===== src/rtl/evt_chk_pkg.sv =====
package evt_chk_pkg;
  localparam int WORD_W   = 32;
  localparam int VEC_W    = 8;
  localparam int RULE_CNT = 7;
  localparam int TYPE_LO  = 8;
  localparam int TYPE_W   = 3;
  localparam int FLAG_BIT = 11;
  localparam int RSV_LO   = 12;
  localparam int RSV_HI   = 30;
  localparam int ARM_BIT  = 31;
  localparam int ERR_HI_LO = 15;
  localparam int LEN_MIN  = 1;
  localparam int LEN_MAX  = 15;
  localparam int HW_VEC_MAX = 31;
  localparam int NMI_VEC  = 2;

  typedef enum logic [TYPE_W-1:0] {
    T_EXT    = 3'd0,
    T_RSV_A  = 3'd1,
    T_NMI    = 3'd2,
    T_HWEXC  = 3'd3,
    T_SWINT  = 3'd4,
    T_PRIVSW = 3'd5,
    T_SWEXC  = 3'd6,
    T_RSV_B  = 3'd7
  } evtType_e;

  typedef enum int {
    RULE_TYPE   = 0,
    RULE_NMI    = 1,
    RULE_HWVEC  = 2,
    RULE_FLAG   = 3,
    RULE_RSV    = 4,
    RULE_ERRHI  = 5,
    RULE_LEN    = 6
  } ruleIdx_e;

  typedef struct packed {
    logic capture;
  } ctrlStrobes_t;
endpackage


===== src/rtl/evt_inject_ctrl.sv =====
module evt_inject_ctrl
  import evt_chk_pkg::*;
(
  input  logic         clk,
  input  logic         rstN,
  input  logic         inStrobe,
  output ctrlStrobes_t ctrl,
  output logic         doneOut
);
  logic doneQ;

  always_comb begin
    ctrl = '0;
    ctrl.capture = inStrobe;
  end

  always_ff @(posedge clk) begin
    if (!rstN) doneQ <= 1'b0;
    else       doneQ <= inStrobe;
  end

  assign doneOut = doneQ;


  done_follows_strobe_chk: assert property (@(posedge clk) disable iff (!rstN)
    inStrobe |=> doneOut);

  done_only_after_strobe_chk: assert property (@(posedge clk) disable iff (!rstN)
    !inStrobe |=> !doneOut);
endmodule


===== src/rtl/evt_inject_dp.sv =====
module evt_inject_dp
  import evt_chk_pkg::*;
#(
  parameter int W      = WORD_W,
  parameter int NRULES = RULE_CNT
) (
  input  logic              clk,
  input  logic              rstN,
  input  ctrlStrobes_t      ctrl,
  input  logic [W-1:0]      infoWord,
  input  logic [W-1:0]      errCode,
  input  logic [W-1:0]      instrLen,
  output logic              legalOut,
  output logic [NRULES-1:0] ruleMask
);
  localparam int RSV_W = RSV_HI - RSV_LO + 1;
  localparam int ERRHI_W = W - ERR_HI_LO;

  logic [VEC_W-1:0]  vecField;
  logic [TYPE_W-1:0] typeField;
  logic              flagBit;
  logic              armed;
  logic [RSV_W-1:0]  rsvField;
  logic [ERRHI_W-1:0] errHigh;
  logic              unusedErrLow;

  logic              wantFlag;
  logic              swOrigin;
  logic              lenInRange;
  logic [NRULES-1:0] rawBroken;
  logic [NRULES-1:0] nextMask;
  logic [NRULES-1:0] maskQ;
  logic              legalQ;

  function automatic logic carriesErrCode(input logic [VEC_W-1:0] v);
    case (v)
      8'd8, 8'd10, 8'd11, 8'd12, 8'd13, 8'd14, 8'd17: carriesErrCode = 1'b1;
      default:                                        carriesErrCode = 1'b0;
    endcase
  endfunction

  assign vecField     = infoWord[VEC_W-1:0];
  assign typeField    = infoWord[TYPE_LO +: TYPE_W];
  assign flagBit      = infoWord[FLAG_BIT];
  assign armed        = infoWord[ARM_BIT];
  assign rsvField     = infoWord[RSV_HI:RSV_LO];
  assign errHigh      = errCode[W-1:ERR_HI_LO];
  assign unusedErrLow = ^errCode[ERR_HI_LO-1:0];

  always_comb begin
    wantFlag   = (typeField == T_HWEXC) && carriesErrCode(vecField);
    swOrigin   = (typeField == T_SWINT) || (typeField == T_PRIVSW) ||
                 (typeField == T_SWEXC);
    lenInRange = (instrLen >= W'(LEN_MIN)) && (instrLen <= W'(LEN_MAX));
  end

  always_comb begin
    rawBroken = '0;
    rawBroken[RULE_TYPE]  = (typeField == T_RSV_A) || (typeField == T_RSV_B);
    rawBroken[RULE_NMI]   = (typeField == T_NMI) && (vecField != VEC_W'(NMI_VEC));
    rawBroken[RULE_HWVEC] = (typeField == T_HWEXC) && (vecField > VEC_W'(HW_VEC_MAX));
    rawBroken[RULE_FLAG]  = (flagBit != wantFlag);
    rawBroken[RULE_RSV]   = |rsvField;
    rawBroken[RULE_ERRHI] = flagBit && (|errHigh);
    rawBroken[RULE_LEN]   = swOrigin && !lenInRange;
  end

  for (genvar i = 0; i < NRULES; i++) begin : g_gate
    assign nextMask[i] = armed & rawBroken[i];
  end

  always_ff @(posedge clk) begin
    if (!rstN) begin
      maskQ  <= '0;
      legalQ <= 1'b1;
    end else if (ctrl.capture) begin
      maskQ  <= nextMask;
      legalQ <= ~|nextMask;
    end
  end

  assign ruleMask = maskQ;
  assign legalOut = legalQ;


  unarmed_clear_chk: assert property (@(posedge clk) disable iff (!rstN)
    (ctrl.capture && !infoWord[ARM_BIT]) |=> (ruleMask == '0) && legalOut);

  reserved_type_chk: assert property (@(posedge clk) disable iff (!rstN)
    (ctrl.capture && infoWord[ARM_BIT] &&
     (infoWord[10:8] == 3'd1 || infoWord[10:8] == 3'd7)) |=> ruleMask[0] && !legalOut);

  legal_vs_mask_chk: assert property (@(posedge clk) disable iff (!rstN)
    legalOut == (ruleMask == '0));

  hold_between_chk: assert property (@(posedge clk) disable iff (!rstN)
    !ctrl.capture |=> $stable(ruleMask) && $stable(legalOut));
endmodule


===== src/rtl/evt_inject_check.sv =====
module evt_inject_check
  import evt_chk_pkg::*;
(
  input  logic                clk,
  input  logic                rstN,
  input  logic                inStrobe,
  input  logic [31:0]         infoWord,
  input  logic [31:0]         errCode,
  input  logic [31:0]         instrLen,
  output logic                doneOut,
  output logic                legalOut,
  output logic [RULE_CNT-1:0] ruleMask
);
  ctrlStrobes_t ctrl;

  evt_inject_ctrl u_ctrl (
    .clk      (clk),
    .rstN     (rstN),
    .inStrobe (inStrobe),
    .ctrl     (ctrl),
    .doneOut  (doneOut)
  );

  evt_inject_dp #(.W(WORD_W), .NRULES(RULE_CNT)) u_dp (
    .clk      (clk),
    .rstN     (rstN),
    .ctrl     (ctrl),
    .infoWord (infoWord),
    .errCode  (errCode),
    .instrLen (instrLen),
    .legalOut (legalOut),
    .ruleMask (ruleMask)
  );
endmodule


===== config.mk =====
export PLATFORM = sky130hd
export DESIGN_NAME = evt_inject_check
export DESIGN_NICKNAME = d
export VERILOG_FILES = /design/src/rtl/evt_chk_pkg.sv /design/src/rtl/evt_inject_ctrl.sv /design/src/rtl/evt_inject_dp.sv /design/src/rtl/evt_inject_check.sv
export SDC_FILE = /design/constraint.sdc
export NUM_CORES = 1
export LEC_CHECK = 0
export BUFFER_PORTS_ARGS = -buffer_cell sky130_fd_sc_hd__buf_4
export CAP_MARGIN = 20
export CORE_UTILIZATION = 30
export CTS_CLUSTER_DIAMETER = 60
export CTS_CLUSTER_SIZE = 8
export DETAILED_ROUTE_END_ITERATION = 16
export PLACE_DENSITY_LB_ADDON = 0.15
export REMOVE_ABC_BUFFERS = 1
export SYNTH_ARGS = -nofsm -noshare
export SYNTH_HDL_FRONTEND = slang
export SYNTH_HIERARCHICAL = 1
export SYNTH_SLANG_ARGS = --single-unit

===== constraint.sdc =====
create_clock -name clk -period 2.7 [get_ports clk]
set_clock_uncertainty 0.15 [all_clocks]
set_input_delay 0.405 -clock clk [delete_from_list [all_inputs] [get_ports clk]]
set_output_delay 0.405 -clock clk [all_outputs]
set_load 0.02 [all_outputs]

**Word-level counts from Yosys, hierarchy flattened**

Cells that the tools add are included.
Widths: inputs -> output; s select.

- Order comparisons: 3
- Equality and inequality tests: 16
- Multiplexer cells: 1
- Bitwise logic cells: 7
- Reductions and logical operators: 15

Operators with widths:

| operator | number |
|---|---|
| $eq 8x4->1 const B | 6 |
| $ge 32x1->1 const B | 1 |
| $le 32x4->1 const B | 1 |
| $reduce_or 19->1 | 1 |
| $reduce_or 17->1 | 1 |
| $reduce_or 7->1 | 2 |
| $eq 3x3->1 const B | 4 |
| $eq 8x5->1 const B | 1 |
| $gt 8x5->1 const B | 1 |
| $ne 8x2->1 const B | 1 |
| $and 1x1->1 | 7 |
| $eq 3x2->1 const B | 2 |
| $logic_and 1x1->1 | 6 |
| $eq 3x1->1 const B | 1 |
| $logic_or 1x1->1 | 3 |
| $logic_not 1->1 | 2 |
| $mux 1 | 1 |
| $ne 1x1->1 | 1 |

- Register bits after elaboration: 9
- Logic and storage cells: 45

**Logic depth before layout (Yosys ltp)**

- Word-level depth: 8
- Mapped depth: 5

**Hierarchy**

The synthesis kept the hierarchy.

Modules (own cells, without submodules):

| module | times used | cells each | area an instance (sq um) |
|---|---|---|---|
| evt_inject_dp | 1 | 77 | 636.9 |
| evt_inject_ctrl | 1 | 3 | 33.8 |

**Worst setup path after synthesis**

No wires, ideal clock.

- Kind: input to register
- Start: in infoWord[4]
- End: reg u_dp.legalQ, in the netlist u_dp/legalOut
- Arrival time: 1.498 ns
- Required time: 2.471 ns
- Path slack: 0.973 ns
- Stages on the path: 5
- Cells stage by stage: or4b_1 -> nor3_2 -> o311a_1 -> nand4b_1 -> o221ai_2

- Word-level cells in the longest chain between the ends: 8

RTL lines:

| item | RTL line | text |
|---|---|---|
| from (decl) | evt_inject_check.sv:7 | `input logic [31:0] infoWord,` |
| $eq 8x4->1 or $eq 8x5->1 (tied branches) | evt_inject_dp.sv:36 | `case (v)` |
| $reduce_or 7->1 | evt_inject_dp.sv:36 |  |
| $mux 1 | evt_inject_dp.sv:36 |  |
| $logic_and 1x1->1 | evt_inject_dp.sv:51 | `wantFlag = (typeField == T_HWEXC) && carriesErrCode(vecField);` |
| $ne 1x1->1 | evt_inject_dp.sv:62 | `rawBroken[RULE_FLAG] = (flagBit != wantFlag);` |
| $and 1x1->1 | evt_inject_dp.sv:69 | `assign nextMask[i] = armed & rawBroken[i];` |
| $reduce_or 7->1 (*) | evt_inject_dp.sv:78 | `legalQ <= ~\|nextMask;` |
| $logic_not 1->1 (*) | evt_inject_dp.sv:78 |  |
| to (signal assigned) | evt_inject_dp.sv:78 |  |
| to (decl) | evt_inject_dp.sv:33 | `logic legalQ;` |

Mark *: on every way between the ends. The rest lies on a longest branch, timed or not.
A chain may end at the register's enable or synchronous reset.

**Worst setup path in the final report**

Same ends and word-level chain as after synthesis.

==> results.py <==
metrics = {
    "status": {
        "status": "completed",
    },
    "sta": {
        "finalCritPeriodShare": 0.626,
        "hold_viol_final": 0,
        "tightest_slew_ns": 0.287,
        "relSlewSlack": 0.803,
        "rsz0062_at_grt": "no",
        "tns_ns": 0,
        "setup_viol": 0,
        "timing.fmax_mhz": 591,
        "slew_violations": 0,
        "fin_crit_ns": 1.69,
    },
    "power_and_ir_drop": {
        "p_total_uw": 393,
        "power.share.sequential": 0.358,
        "intPower_uw": 296,
        "cellPowerDensity_nw_per_um2": 279,
        "power_frac_comb": 0.377,
        "switching_share": 0.248,
        "ir_worst_vdd_uv": 254,
        "power.switching_uw": 97.6,
        "leakagePower_nw": 0.674,
        "clkPwrFrac": 0.264,
    },
    "routing": {
        "wl_um": 2410,
        "postRouteAntennaNets": 0,
        "drc": 0,
        "post_drt_wl_per_cell_um": 12.0,
        "met2WireLength_um": 1270,
        "dr.pass1.iters": 4,
        "met3_wirelength_um": 336,
        "drt-initial-drc-count": 14,
        "viasPerCell": 5.00,
        "wl_met1_um": 784,
        "vias": 1006,
        "dr.max_layer_used": "met4",
    },
    "worst_setup_path": {
        "critPathKind": "primary input to flop",
        "critPathCaptureType": "flop",
        "worstPathMaxFanout": 4,
        "cp.arrival_ns": 1.73,
        "worstPathRequired_ns": 2.74,
        "start_kind": "primary input",
    },
    "global_route": {
        "overflow": 0,
        "antenna_found_initial": 0,
        "grt_use_total": 0.217,
        "grt_max_degree": 14,
        "grt_pass1_vias": 1043,
        "grt_pass1_wl_um": 4140,
    },
    "placed_design": {
        "dp_cells": 197,
        "dp_hpwl_um": 2040,
        "place.gp.congestion": 0.827,
        "io_buffers": 92,
    },
    "cells_and_area": {
        "layout-drive-gt1-share": 0.563,
        "final_cell_mix": "buf_4, nor4_1, dfxtp_1",
        "layout_commonest_cell": "buf_4",
        "instances_no_fill": 201,
        "n_antenna_cell": 0,
        "layout.nets": 274,
        "areaGrowthSynthToFinish_pct": 110,
    },
    "floorplanning": {
        "io_pins": 108,
        "placementRows": 16,
        "coreArea_um2": 2020,
        "dieArea_um2": 2430,
        "die_w_um": 49.3,
        "die_y_um": 49.3,
        "initial_core_util": 0.332,
    },
    "clock_network": {
        "cts_tree": "built",
        "ctsResizeCount": 0,
        "cts.sinks": 9,
        "cts_buffers": 3,
        "postCtsHoldBufs": 0,
        "clkLatencyLatePin_ns": 0.26,
        "root_buffer": "clkbuf_4",
        "htreeDepth": 1,
        "post-cts-setup-buffers": 0,
        "path_clk_slew_ns": 0.06,
        "clk_path_buf_depth": 2,
    },
    "yosys": {
        "synth_area_um2": 671,
        "syn_inst": 80,
        "synth_warnings": 6,
        "synth_area_leaders": "dfxtp_1, nor4_1, mux2i_1, nand2b_1, and2_1",
        "ys_ff_latch": 9,
        "avgSynthCellArea_um2": 8.38,
        "yosysTopAreaCell": "dfxtp_1",
        "synth_cell_types": 32,
        "yosysTopAreaCellShare": 0.269,
        "synth_seq_area_share": 0.269,
    },
    "min_path": {
        "hold_class": "primary input to flop",
    },
    "flow_run": {
        "cap_violations": 0,
    },
}
## critical path: stages
cell and delay, ns:
buf_4 0.12, or4b_1 0.53, nor3_2 0.17, o311a_1 0.20
nand4b_1 0.13, o221ai_2 0.17
## final timing paths
kind	start	endpoint	slack, ns	depth (start not counted)
max	infoWord[4]	u_dp/legalOut	1.01	6
min	rstN	u_dp/legalOut	0.23	2
max reg2reg	u_dp/ruleMask[3]	u_dp/ruleMask[3]	1.78	2
min reg2reg	u_dp/ruleMask[2]	u_dp/ruleMask[2]	0.33	2
## state kept, by name, summed over array words and instances, names as in the netlist
| name | flops |
|---|---|
| u_dp/ruleMask | 7 |
| u_dp/legalOut | 1 |
| u_ctrl/doneOut | 1 |
## metal layers
metal,vias up,global-route usage
met5,-,0
met4,0,0.0931
met1,435,0.205
met2,62,0.402
li1,507,-
met3,2,0.0935
## kinds of logic after synthesis
kind of cell | Yosys count | synth area share
flip-flops | 9 | 0.269
AO/OA/AOI/OAI | 12 | 0.157
buffers and inverters | 5 | 0.0336
AND/OR/NAND/NOR | 49 | 0.466
multiplexers | 5 | 0.0746
## cell type report
class	count	area, um2
clock buffer	4	26.3
fill	172	612
tap	27	33.8
sequential	9	180
multi-input combinational	66	468
timing repair buffer	92	691
inverter	3	11.3
## cells in the mapped netlist
| cell | instances |
|---|---|
| nand2b_1 | 8 |
| buf_4 | 1 |
| and3b_1 | 1 |
| or4b_1 | 1 |
| a31oi_1 | 1 |
| nand4_1 | 4 |
| nor2b_1 | 3 |
| o41ai_2 | 1 |
| o2111ai_1 | 1 |
| nor3_2 | 1 |
| nand4bb_1 | 1 |
| a31o_1 | 1 |
| or4_1 | 1 |
| o311a_1 | 1 |
| and3_1 | 1 |
| nor4_1 | 14 |
| a21oi_1 | 2 |
| clkbuf_1 | 1 |
| nor3_1 | 2 |
| dfxtp_1 | 9 |
| inv_1 | 3 |
| a21boi_0 | 2 |
| nand3b_1 | 1 |
| o221ai_2 | 1 |
| and2_1 | 4 |
| nand2_1 | 2 |
| nand3_1 | 1 |
| or3_1 | 1 |
| nand4b_1 | 1 |
| o211ai_1 | 2 |
| nor2_1 | 2 |
| mux2i_1 | 5 |
## power groups by stage
stage                     Clock (mW)  Sequential (mW)  Combinational (mW)
final                          0.104            0.141               0.148
after global routing           0.113            0.142               0.161
after CTS                      0.109            0.141               0.149
after global placement             0            0.144               0.144
after detailed placement           0            0.144               0.149
after floorplan                    0            0.150              0.0290
## stage by stage
step / setup slack [ns] / util / area, um2 / hold WS (ns)
2_1_floorplan: 0.973 / - / 659 / 0.321
4_1_cts: 1.03 / 0.697 / 1410 / 0.220
3_5_place_dp: 0.756 / 0.684 / 1380 / 0.331
3_3_place_gp: 0.770 / 0.684 / 1380 / 0.319
6_report: 1.01 / 0.697 / 1410 / 0.228
5_1_grt: 0.968 / 0.697 / 1410 / 0.224
No activity file was read; power rests on OpenSTA's default activity.
